[config.mk]
export PLATFORM = sky130hd
export DESIGN_NAME = tod_serial_reader
export DESIGN_NICKNAME = d
export VERILOG_FILES = /design/src/rtl/tod_pkg.sv /design/src/rtl/tod_bcd_conv.sv /design/src/rtl/tod_bit_pointer.sv /design/src/rtl/tod_snapshot.sv /design/src/rtl/tod_serial_reader.sv
export SDC_FILE = /design/constraint.sdc
export NUM_CORES = 1
export LEC_CHECK = 0
export BUFFER_PORTS_ARGS = -buffer_cell sky130_fd_sc_hd__buf_2
export CAP_MARGIN = 20
export CELL_PAD_IN_SITES_DETAIL_PLACEMENT = 1
export CELL_PAD_IN_SITES_GLOBAL_PLACEMENT = 1
export CORE_MARGIN = 3
export CORE_UTILIZATION = 49
export DETAILED_ROUTE_END_ITERATION = 12
export PLACE_DENSITY_LB_ADDON = 0.08
export SYNTH_ARGS = -nofsm -noshare
export SYNTH_HDL_FRONTEND = slang
export SYNTH_SLANG_ARGS = --single-unit
[constraint.sdc]
create_clock -name clk -period 17.95 [get_ports clk]
set_input_delay 2.6925 -clock clk [delete_from_list [all_inputs] [get_ports clk]]
set_output_delay 2.6925 -clock clk [all_outputs]
set_load 0.005 [all_outputs]
[src/rtl/tod_pkg.sv]
// Shared constants for the serial time-of-year reader.
// Assumes a record of whole bytes whose bit count is a power of two.
package tod_pkg;
    localparam int REC_BYTES = 8;
    localparam int BYTE_W    = 8;
    localparam int REC_BITS  = REC_BYTES * BYTE_W;
    localparam int PTR_W     = $clog2(REC_BITS);
    localparam int FIELD_W   = 7;          // binary field width, values 0..99
    localparam logic [BYTE_W-1:0] FILL_CODE = 8'h50;  // constant hundredths byte
endpackage

[src/rtl/tod_bcd_conv.sv]
// Converts a binary value below 100 to two packed BCD digits (tens high).
// Assumes the input is in range; larger values give meaningless digits.
module tod_bcd_conv
    import tod_pkg::*;
(
    input  logic [FIELD_W-1:0] bin_i,
    output logic [BYTE_W-1:0]  bcd_o
);
    logic [FIELD_W-1:0] tens;
    logic [FIELD_W-1:0] units;

    // Divide by ten and keep the remainder as the units digit.
    always_comb begin
        tens  = bin_i / FIELD_W'(10);
        units = bin_i - FIELD_W'(tens * FIELD_W'(10));
        bcd_o = {tens[3:0], units[3:0]};
    end
endmodule

[src/rtl/tod_bit_pointer.sv]
// Bit pointer over the record: advances on accepted reads, clears on writes,
// wraps to zero after the last bit. Assumes clr has priority over adv.
module tod_bit_pointer
    import tod_pkg::*;
(
    input  logic             clk,
    input  logic             rst_n,
    input  logic             adv,
    input  logic             clr,
    output logic [PTR_W-1:0] ptr,
    output logic             at_zero
);
    localparam logic [PTR_W-1:0] LAST = PTR_W'(REC_BITS - 1);

    // Pointer register with clear, wrap and step.
    always_ff @(posedge clk) begin
        if (!rst_n)            ptr <= '0;
        else if (clr)          ptr <= '0;
        else if (adv) begin
            if (ptr == LAST)   ptr <= '0;
            else               ptr <= ptr + 1'b1;
        end
    end

    assign at_zero = (ptr == '0);


    wr_clears_ptr_chk: assert property (@(posedge clk) disable iff (!rst_n)
        clr |=> (ptr == '0));

    ptr_wrap_chk: assert property (@(posedge clk) disable iff (!rst_n)
        (adv && !clr && ptr == LAST) |=> (ptr == '0));

    ptr_step_chk: assert property (@(posedge clk) disable iff (!rst_n)
        (adv && !clr && ptr != LAST) |=> (ptr == PTR_W'($past(ptr) + 1'b1)));

    ptr_hold_chk: assert property (@(posedge clk) disable iff (!rst_n)
        (!adv && !clr) |=> $stable(ptr));
endmodule

[src/rtl/tod_snapshot.sv]
// Holds the 64-bit BCD time record; loads the fresh image on request only.
// Assumes load is raised only for a read at pointer zero.
module tod_snapshot
    import tod_pkg::*;
(
    input  logic                clk,
    input  logic                rst_n,
    input  logic                load,
    input  logic [REC_BITS-1:0] fresh,
    output logic [REC_BITS-1:0] rec
);
    // Record register: cleared by reset, replaced on a snapshot.
    always_ff @(posedge clk) begin
        if (!rst_n)     rec <= '0;
        else if (load)  rec <= fresh;
    end


    rec_hold_chk: assert property (@(posedge clk) disable iff (!rst_n)
        !load |=> $stable(rec));

    fill_byte_chk: assert property (@(posedge clk) disable iff (!rst_n)
        load |=> (rec[BYTE_W-1:0] == FILL_CODE));

    for (genvar n = 0; n < REC_BITS / 4; n++) begin : g_nib

        nibble_range_chk: assert property (@(posedge clk) disable iff (!rst_n)
            rec[4*n +: 4] <= 4'd9);
    end
endmodule

[src/rtl/tod_serial_reader.sv]
// Serial time-of-year reader: each accepted read returns the next record bit
// on a registered output; a read at pointer zero first snapshots the inputs.
// Assumes binary inputs within calendar ranges and one-cycle strobes.
module tod_serial_reader
    import tod_pkg::*;
#(
    parameter int YEAR_W = 16
) (
    input  logic              clk,
    input  logic              rst_n,
    input  logic              rd_stb,
    input  logic              wr_stb,
    input  logic [5:0]        sec_i,
    input  logic [5:0]        min_i,
    input  logic [4:0]        hour_i,
    input  logic [2:0]        dow_i,
    input  logic [4:0]        dom_i,
    input  logic [3:0]        mon_i,
    input  logic [YEAR_W-1:0] year_i,
    output logic              bit_o
);
    localparam int NUM_FIELDS = REC_BYTES - 1;

    logic                rd_take;
    logic                snap;
    logic [PTR_W-1:0]    ptr;
    logic                at_zero;
    logic [REC_BITS-1:0] fresh;
    logic [REC_BITS-1:0] rec;
    logic [YEAR_W-1:0]   yr_mod;
    logic [FIELD_W-1:0]  field_bin [NUM_FIELDS];

    // A write outranks a read in the same cycle.
    assign rd_take = rd_stb && !wr_stb;
    assign snap    = rd_take && at_zero;

    // Binary fields widened to the converter width, month shifted to 1..12.
    always_comb begin
        yr_mod       = year_i % YEAR_W'(100);
        field_bin[0] = FIELD_W'(sec_i);
        field_bin[1] = FIELD_W'(min_i);
        field_bin[2] = FIELD_W'(hour_i);
        field_bin[3] = FIELD_W'(dow_i);
        field_bin[4] = FIELD_W'(dom_i);
        field_bin[5] = FIELD_W'(mon_i) + FIELD_W'(1);
        field_bin[6] = yr_mod[FIELD_W-1:0];
    end

    assign fresh[BYTE_W-1:0] = FILL_CODE;
    for (genvar k = 0; k < NUM_FIELDS; k++) begin : g_conv
        tod_bcd_conv u_conv (
            .bin_i (field_bin[k]),
            .bcd_o (fresh[BYTE_W*(k+1) +: BYTE_W])
        );
    end

    tod_bit_pointer u_ptr (
        .clk     (clk),
        .rst_n   (rst_n),
        .adv     (rd_take),
        .clr     (wr_stb),
        .ptr     (ptr),
        .at_zero (at_zero)
    );

    tod_snapshot u_snap (
        .clk   (clk),
        .rst_n (rst_n),
        .load  (snap),
        .fresh (fresh),
        .rec   (rec)
    );

    // Output bit register: the new snapshot feeds the first bit directly.
    always_ff @(posedge clk) begin
        if (!rst_n)        bit_o <= 1'b0;
        else if (snap)     bit_o <= fresh[0];
        else if (rd_take)  bit_o <= rec[ptr];
    end


    out_hold_chk: assert property (@(posedge clk) disable iff (!rst_n)
        !rd_take |=> $stable(bit_o));

    both_strobe_chk: assert property (@(posedge clk) disable iff (!rst_n)
        (rd_stb && wr_stb) |=> ($stable(bit_o) && at_zero));

    snap_first_bit_chk: assert property (@(posedge clk) disable iff (!rst_n)
        snap |=> (bit_o == FILL_CODE[0]));
endmodule

==> metrics.csv, run 1 <==
stage;metric;value;unit
sta;period_needed;11960;ps
power;clock_power_share;0.089;
critical_path;crit_path_top_delay_cell;a32oi_1;
power;power.switching;0.631;mW
detailed_routing;ant_nets;0;
floorplanning;io_pins;50;
run;maxCapViolCount;0;
clock_network;cts_buffers;5;
detailed_routing;wl_per_cell;17.7;microns
floorplanning;fp.dieW;113;microns
final_layout;fin_nets;826;
logic_synthesis;netlist.area_leader.share;0.183;
clock_network;cts_max_path_buffers;2;
run_status;status;finished clean;
logic_synthesis;ys_warn_count;0;
critical_path;cp_slowest_stage_delay;850;ps
sta;min_period_over_period;0.666;
worst_hold_path;hold_path_depth;2;
logic_synthesis;synth-seq-cells;51;
final_layout;diodes;0;
power;switching_share;0.496;
final_layout;synthToLayoutAreaGrowth;8.36;%
grt;track_usage;0.243;
sta;fin_setup_tns;0;ps
logic_synthesis;syn_nets;806;
floorplanning;coreArea;11000;sq um
sta;hold_violations;0;
logic_synthesis;async_flop_share;0;
grt;globalRouteOverflowTotal;0;
critical_path;crit_path_end_kind;flip-flop;
sta;rsz0062_at_grt;no;
logic_synthesis;netlist_instances;730;
logic_synthesis;avgSynthCellArea;7.65;sq um
placement;hpwl;11900;microns
power;power_frac_comb;0.811;
sta;finalMaxSlewViolations;0;
final_layout;final_common_cell;nand2_1;
grt;grt_pass1_wl;26600;microns
clock_network;post_cts_buffers;0;
sta;skew;9.94;ps
logic_synthesis;synth_area_leader_cell;dfxtp_1;
detailed_routing;drtPass1Iterations;4;
logic_synthesis;synthFlopType;dfxtp_1;
final_layout;final_layout_size_suffix_gt1_frac;0.146;
floorplanning;dieArea;12700;sq um
critical_path;r2r-end;bit_o$_SDFFE_PP0P_;
power;p_per_area;210;nW/um^2
clock_network;cts_resized;0;
sta;fmax;83.6;MHz
clock_network;htree_num_levels;2;
critical_path;cp_max_fo;23;
logic_synthesis;synth.distinct_cells;95;
power;power_frac_seq;0.101;
detailed_routing;initialDrtViolationCount;378;
power;ir_drop;0.480;mV
grt;grt_pass1_vias;5602;
grt;grt_max_degree;61;
clock_network;cts-root-buf;clkbuf_16;
placement;gp_congestion;0.935;
critical_path;worstSetupPathType;in2reg;
sta;setup_viol;0;
clock_network;cts_tree;yes;
logic_synthesis;synthTopCellsByArea;dfxtp_1 (18%), nand2_1 (7.3%), ha_1 (4.9%);
final_layout;final_cell_mix;nand2_1 (108), dfxtp_1 (51), buf_2 (49), o21ai_0 (48), nor2_1 (46);
sta;holdWs;459;ps
logic_synthesis;synth-edff-count;0;
floorplanning;die_h;113;microns
detailed_routing;via_per_inst;6.29;
detailed_routing;via_count;5607;
power;leakage;2.31;nW
clock_network;clk_pin_slew;70;ps
clock_network;cts.sinks;51;
critical_path;setup.worst_path.start_class;primary input;
floorplanning;num_rows;38;
worst_hold_path;hold_path.startpoint;u_snap.rec[24]$_SDFFE_PN0P_;
placement;portBuffers;49;
critical_path;rrSetupSlack;15100;ps
detailed_routing;route.detailed.drc;0;
sta;worst_slew_pin_slew;1130;ps
worst_hold_path;hold_end;u_snap.rec[24]$_SDFFE_PN0P_;
critical_path;arrival;12140;ps
floorplanning;start_util;0.508;
detailed_routing;drt_wl_total;15800;microns
power;internal_power;0.642;mW
logic_synthesis;syn_area;5580;sq um
clock_network;clock_latency;290;ps
final_layout;fillers;1416;
clock_network;cts_hold_buf;0;
worst_hold_path;hold_class;reg2reg;
grt;antenna_found_initial;1;
critical_path;worstPathRequired;18130;ps
logic_synthesis;seq_area_frac_synth;0.183;
critical_path;reg2reg_depth;5;
critical_path;timing.rr.start;u_ptr.ptr[0]$_SDFFE_PP0P_;
sta;slew_headroom;0.244;
-- metrics by stage --
stage	util	cell area, sq um	instances	total power, mW	worst slack (ps)
3_3_place_gp	0.533	5850	882	1.09	6240
3_5_place_dp	0.533	5850	882	1.15	5890
4_1_cts	0.549	6030	890	1.27	6170
2_1_floorplan	-	5580	730	0.958	7560
6_report	0.551	6050	891	1.27	5990
5_1_grt	0.551	6050	891	1.38	5240
-- how the worst max path moves through the flow --
stage	from	end	slack (ps)	cells after the start
after global routing	year_i[14]	u_snap.rec[59]$_SDFFE_PN0P_	5240	37
final	year_i[14]	u_snap.rec[59]$_SDFFE_PN0P_	5990	37
after detailed placement	year_i[14]	u_snap.rec[59]$_SDFFE_PN0P_	5890	37
after CTS	year_i[14]	u_snap.rec[59]$_SDFFE_PN0P_	6170	37
after floorplan	year_i[12]	u_snap.rec[59]$_SDFFE_PN0P_	7560	37
after global placement	year_i[14]	u_snap.rec[59]$_SDFFE_PN0P_	6240	37
-- kinds of logic (layout without fill, tap and decap cells) --
family / after synthesis / count (layout) / synth area share
AOI/OAI and AO/OA: 236 / 236 / 0.306
xor gates and xnor gates: 35 / 35 / 0.0616
adders and majority gates: 29 / 29 / 0.0708
buffers and inverters: 68 / 89 / 0.0488
DFF: 51 / 51 / 0.183
muxes: 30 / 30 / 0.0775
and+or+nand+nor: 281 / 281 / 0.252
-- worst max-delay path: cells and delay by family --
family	cells	cell delay, ps
compound gates	14	3900
fa+ha+maj	3	800
buf+inv	3	460
xor+xnor	3	1160
mux	2	270
simple gates	12	2860
-- cell usage after synthesis, types with 7 or more instances --
master / number
a211oi_1: 9
a21boi_0: 22
a21oi_1: 34
a31oi_1: 14
and2_1: 25
buf_2: 11
clkbuf_1: 23
dfxtp_1: 51
ha_1: 22
inv_1: 30
mux2i_1: 17
mux4_2: 9
nand2_1: 108
nand2b_1: 7
nand3_1: 17
nor2_1: 46
nor2b_1: 12
nor3_1: 18
o211ai_1: 14
o21ai_0: 48
o21ai_1: 7
o31ai_1: 9
xnor2_1: 19
xor2_1: 12
-- power groups by stage --
stage	logic (mW)	registers, mW	clock network [mW]
after global placement	0.963	0.130	0
final	1.03	0.128	0.113
after detailed placement	1.02	0.131	0
after floorplan	0.829	0.128	0
after CTS	1.03	0.128	0.115
after global routing	1.14	0.130	0.120
-- layer usage --
| layer | part of all wire | GRT usage | vias to the layer above | wire length (microns) |
|---|---|---|---|---|
| li1 | - | - | 2729 | - |
| met1 | 0.47 | 0.327 | 2757 | 7370 |
| met2 | 0.49 | 0.421 | 92 | 7700 |
| met3 | 0.031 | 0.0316 | 27 | 484 |
| met4 | 0.013 | 0.0441 | 2 | 207 |
| met5 | 0.00044 | 0 | - | 7 |
-- cell type report --
class / instances / area, sq um / share of cell area
clock buffer: 6 / 139 / 0.0230
inverter: 31 / 116 / 0.0192
timing repair buffer: 50 / 265 / 0.0438
sequential: 51 / 1020 / 0.169
tap: 140 / 175 / 0.0289
clock inverter: 2 / 38.8 / 0.00641
multi-input combinational: 611 / 4300 / 0.710
-- state kept, by name (all words and copies together) (netlist names) --
signal	flops
bit_o	1
u_ptr.ptr	6
u_snap.rec	44
Power figures use the tool's default switching activity.
==> run 2: changes to the inputs <==
--- a/config.mk
+++ b/config.mk
@@ -5,12 +5,13 @@
 export SDC_FILE = /design/constraint.sdc
 export NUM_CORES = 1
 export LEC_CHECK = 0
+export ABC_AREA = 1
 export BUFFER_PORTS_ARGS = -buffer_cell sky130_fd_sc_hd__buf_2
 export CAP_MARGIN = 20
 export CELL_PAD_IN_SITES_DETAIL_PLACEMENT = 1
 export CELL_PAD_IN_SITES_GLOBAL_PLACEMENT = 1
 export CORE_MARGIN = 3
-export CORE_UTILIZATION = 49
+export CORE_UTILIZATION = 38
 export DETAILED_ROUTE_END_ITERATION = 12
 export PLACE_DENSITY_LB_ADDON = 0.08
 export SYNTH_ARGS = -nofsm -noshare
==> constraint.sdc (replaced) <==
create_clock -name clk -period 10.45 [get_ports clk]
set_input_delay 1.5675 -clock clk [delete_from_list [all_inputs] [get_ports clk]]
set_output_delay 1.5675 -clock clk [all_outputs]
set_load 0.005 [all_outputs]
==> run 2 against run 1 <==
- critical path depth increased by 27
- via count decreased by 8.0%
- clock-buffer cell count unchanged
- setup slack got worse by 3900 ps
- wire length decreased by 15%
- largest cell class unchanged
- clock skew decreased by 1.7 ps
==> metrics.csv, run 2 <==
stage;metric;value;unit;change
run_status;status;finished clean;;
detailed_routing;ant_nets;0;;unchanged
critical_path;crit_path_top_delay_cell;fa_1;;
critical_path;worstPathRequired;10640;ps;-7490 ps
logic_synthesis;synth_common_cells;nand2_1 (142), inv_1 (114), o21ai_0 (89);;
critical_path;timing.rr.start;u_ptr.ptr[0]$_SDFFE_PP0P_;;
logic_synthesis;yosysMostFrequentCell;nand2_1;;
grt;track_usage;0.189;;-0.0540
final_layout;synthToLayoutAreaGrowth;12.0;%;
final_layout;fillers;1725;;+22%
placement;dp.cells;994;;+13%
final_layout;fin_nets;909;;+10%
clock_network;clock_latency;290;ps;about the same
logic_synthesis;netlist.area_leader.share;0.207;;+0.0244
clock_network;htree_num_levels;2;;unchanged
floorplanning;start_util;0.399;;-0.110
sta;fmax;120;MHz;
grt;antenna_found_initial;0;;-1
sta;fin_setup_tns;0;ps;unchanged
final_layout;top_regs;u_snap.rec (44), u_ptr.ptr (6), bit_o (1);;
clock_network;cts.sinks;51;;unchanged
critical_path;arrival;8510;ps;-3630 ps
sta;period_needed;8320;ps;
final_layout;final_cell_mix;nand2_1 (142), inv_1 (114), o21ai_0 (89), nor2_1 (80), a21oi_1 (54);;
grt;grt_pass1_vias;5404;;-3.5%
logic_synthesis;synth.distinct_cells;39;;-59%
sta;finalMaxSlewViolations;0;;unchanged
placement;gp_congestion;0.786;;-16%
clock_network;cts_resized;0;;unchanged
logic_synthesis;ys_warn_count;0;;unchanged
clock_network;clk_pin_slew;70;ps;about the same
clock_network;cts_buffers;5;;unchanged
detailed_routing;wl_per_cell;13.4;microns;-24%
critical_path;reg2reg_depth;10;;+5
critical_path;worstSetupPathType;in2reg;;
detailed_routing;drt_wl_total;13500;microns;-15%
worst_hold_path;hold_path_depth;2;;unchanged
detailed_routing;route.detailed.drc;0;;unchanged
final_layout;final_layout_size_suffix_gt1_frac;0.180;;+0.0334
logic_synthesis;avgSynthCellArea;6.21;sq um;-19%
placement;portBuffers;49;;unchanged
run;maxCapViolCount;0;;unchanged
sta;skew;8.24;ps;-1.70 ps
detailed_routing;via_per_inst;5.15;;-18%
final_layout;final_common_cell;nand2_1;;
critical_path;crit_path_end_kind;flip-flop;;
worst_hold_path;hold_end;u_snap.rec[56]$_SDFFE_PN0P_;;
clock_network;post_cts_buffers;0;;unchanged
critical_path;rrSetupSlack;7410;ps;-7690 ps
critical_path;r2r-end;u_snap.rec[27]$_SDFFE_PN0P_;;
logic_synthesis;async_flop_share;0;;unchanged
sta;rsz0062_at_grt;no;;
detailed_routing;via_count;5156;;-8.0%
sta;min_period_over_period;0.796;;
logic_synthesis;syn_nets;869;;+7.8%
logic_synthesis;synthTopCellsByArea;dfxtp_1 (21%), nand2_1 (11%), o21ai_0 (9.0%);;
logic_synthesis;seq_area_frac_synth;0.207;;+0.0244
final_layout;largest_reg_flops;44;;unchanged
floorplanning;num_rows;40;;+5.3%
floorplanning;dieArea;14400;sq um;+13%
detailed_routing;drtPass1Iterations;4;;unchanged
final_layout;instances_no_fill;1002;;+12%
worst_hold_path;hold_path.startpoint;u_snap.rec[56]$_SDFFE_PN0P_;;
critical_path;cp_slowest_stage_delay;350;ps;-500 ps
sta;hold_violations;0;;unchanged
clock_network;cts_max_path_buffers;2;;unchanged
critical_path;path_common_cell;nand2_2;;
grt;grt_max_degree;38;;-38%
clock_network;cts-root-buf;clkbuf_16;;
logic_synthesis;synthFlopType;dfxtp_1;;
floorplanning;io_pins;50;;unchanged
final_layout;diodes;0;;unchanged
clock_network;cts_hold_buf;0;;unchanged
grt;globalRouteOverflowTotal;0;;unchanged
logic_synthesis;syn_area;4930;sq um;-12%
final_layout;multi_input_area;3340;sq um;-22%
sta;setup_viol;0;;unchanged
floorplanning;die_h;120;microns;+6.3%
final_layout;register_area;1020;sq um;unchanged
logic_synthesis;synth_area_leader_cell;dfxtp_1;;
final_layout;top_register;u_snap.rec;;
clock_network;cts_tree;yes;;
detailed_routing;initialDrtViolationCount;192;;-49%
worst_hold_path;hold_class;reg2reg;;
placement;hpwl;10600;microns;-11%
logic_synthesis;netlist_instances;793;;+8.6%
floorplanning;fp.dieW;120;microns;+6.3%
logic_synthesis;synth-seq-cells;51;;unchanged
sta;slew_headroom;0.315;;+0.0711
floorplanning;coreArea;12400;sq um;+13%
critical_path;startpoint;year_i[11];;
critical_path;cp_max_fo;5;;-78%
sta;worst_slew_pin_slew;1020;ps;-115 ps
logic_synthesis;synth-edff-count;0;;unchanged
critical_path;setup.worst_path.start_class;primary input;;
grt;grt_pass1_wl;23400;microns;-12%
run 2: changes by cell type after synthesis, sizes merged, moves of 12 or more:
cell    change
mux2i      -18
o21ai      +45
nor2       +40
nand3      +45
nand2      +80
nor2b      -12
xnor2      -21
and2       -25
inv        +99
buf        -14
a21boi     -23
a21oi      +20
nor3       -18
run 2: layout make-up:
class | count | share of cell area
clock inverters | 2 | 0.00635
inverters | 132 | 0.0898
flip-flops and latches | 51 | 0.185
clock buffers | 6 | 0.0252
multi-input cells | 590 | 0.606
well taps | 168 | 0.0381
repair buffers | 53 | 0.0499
run 2: cells by family after synthesis:
family          synth area share
simple gates               0.376
compound gates             0.198
buf+inv                    0.116
flops                      0.207
fa+ha+maj                 0.0762
xor+xnor                  0.0267
run 2: worst max path at each step:
stage | end | slack, ps | cells after the start
floorplan | u_snap.rec[59]$_SDFFE_PN0P_ | 2910 | 65
global placement | u_snap.rec[59]$_SDFFE_PN0P_ | 2140 | 64
detailed placement | u_snap.rec[59]$_SDFFE_PN0P_ | 1720 | 64
CTS | u_snap.rec[59]$_SDFFE_PN0P_ | 2010 | 64
global route | u_snap.rec[59]$_SDFFE_PN0P_ | 1250 | 68
finish | u_snap.rec[59]$_SDFFE_PN0P_ | 2130 | 64
run 2: critical path, delay by kind of cell:
| family | cells | cell delay (ps) |
|---|---|---|
| AND/OR/NAND/NOR | 52 | 5160 |
| AO/OA/AOI/OAI | 2 | 400 |
| buffers and inverters | 6 | 390 |
| XOR/XNOR | 1 | 180 |
| adder cells (fa/ha/maj) | 3 | 800 |
run 2: metrics by stage:
| stage | utilization | hold WS, ps | cell area, sq um | setup slack (ps) |
|---|---|---|---|---|
| 6_report | 0.446 | 462 | 5520 | 2130 |
| 5_1_grt | 0.446 | 483 | 5520 | 1250 |
| 4_1_cts | 0.446 | 464 | 5520 | 2010 |
| 3_5_place_dp | 0.432 | 453 | 5340 | 1720 |
| 3_3_place_gp | 0.432 | 447 | 5340 | 2140 |
| 2_1_floorplan | - | 424 | 4930 | 2910 |
run 2: per-layer routing:
layer  track usage  up-vias  part of all wire
met3        0.0245        8             0.026
met5             0        -                 0
met4        0.0322        0            0.0093
li1              -     2665                 -
met2         0.348       52              0.49
met1         0.237     2431              0.47
Power of run 2 is not shown: default switching activity piles up to over one toggle a cycle in this logic, so the estimate is an artifact.
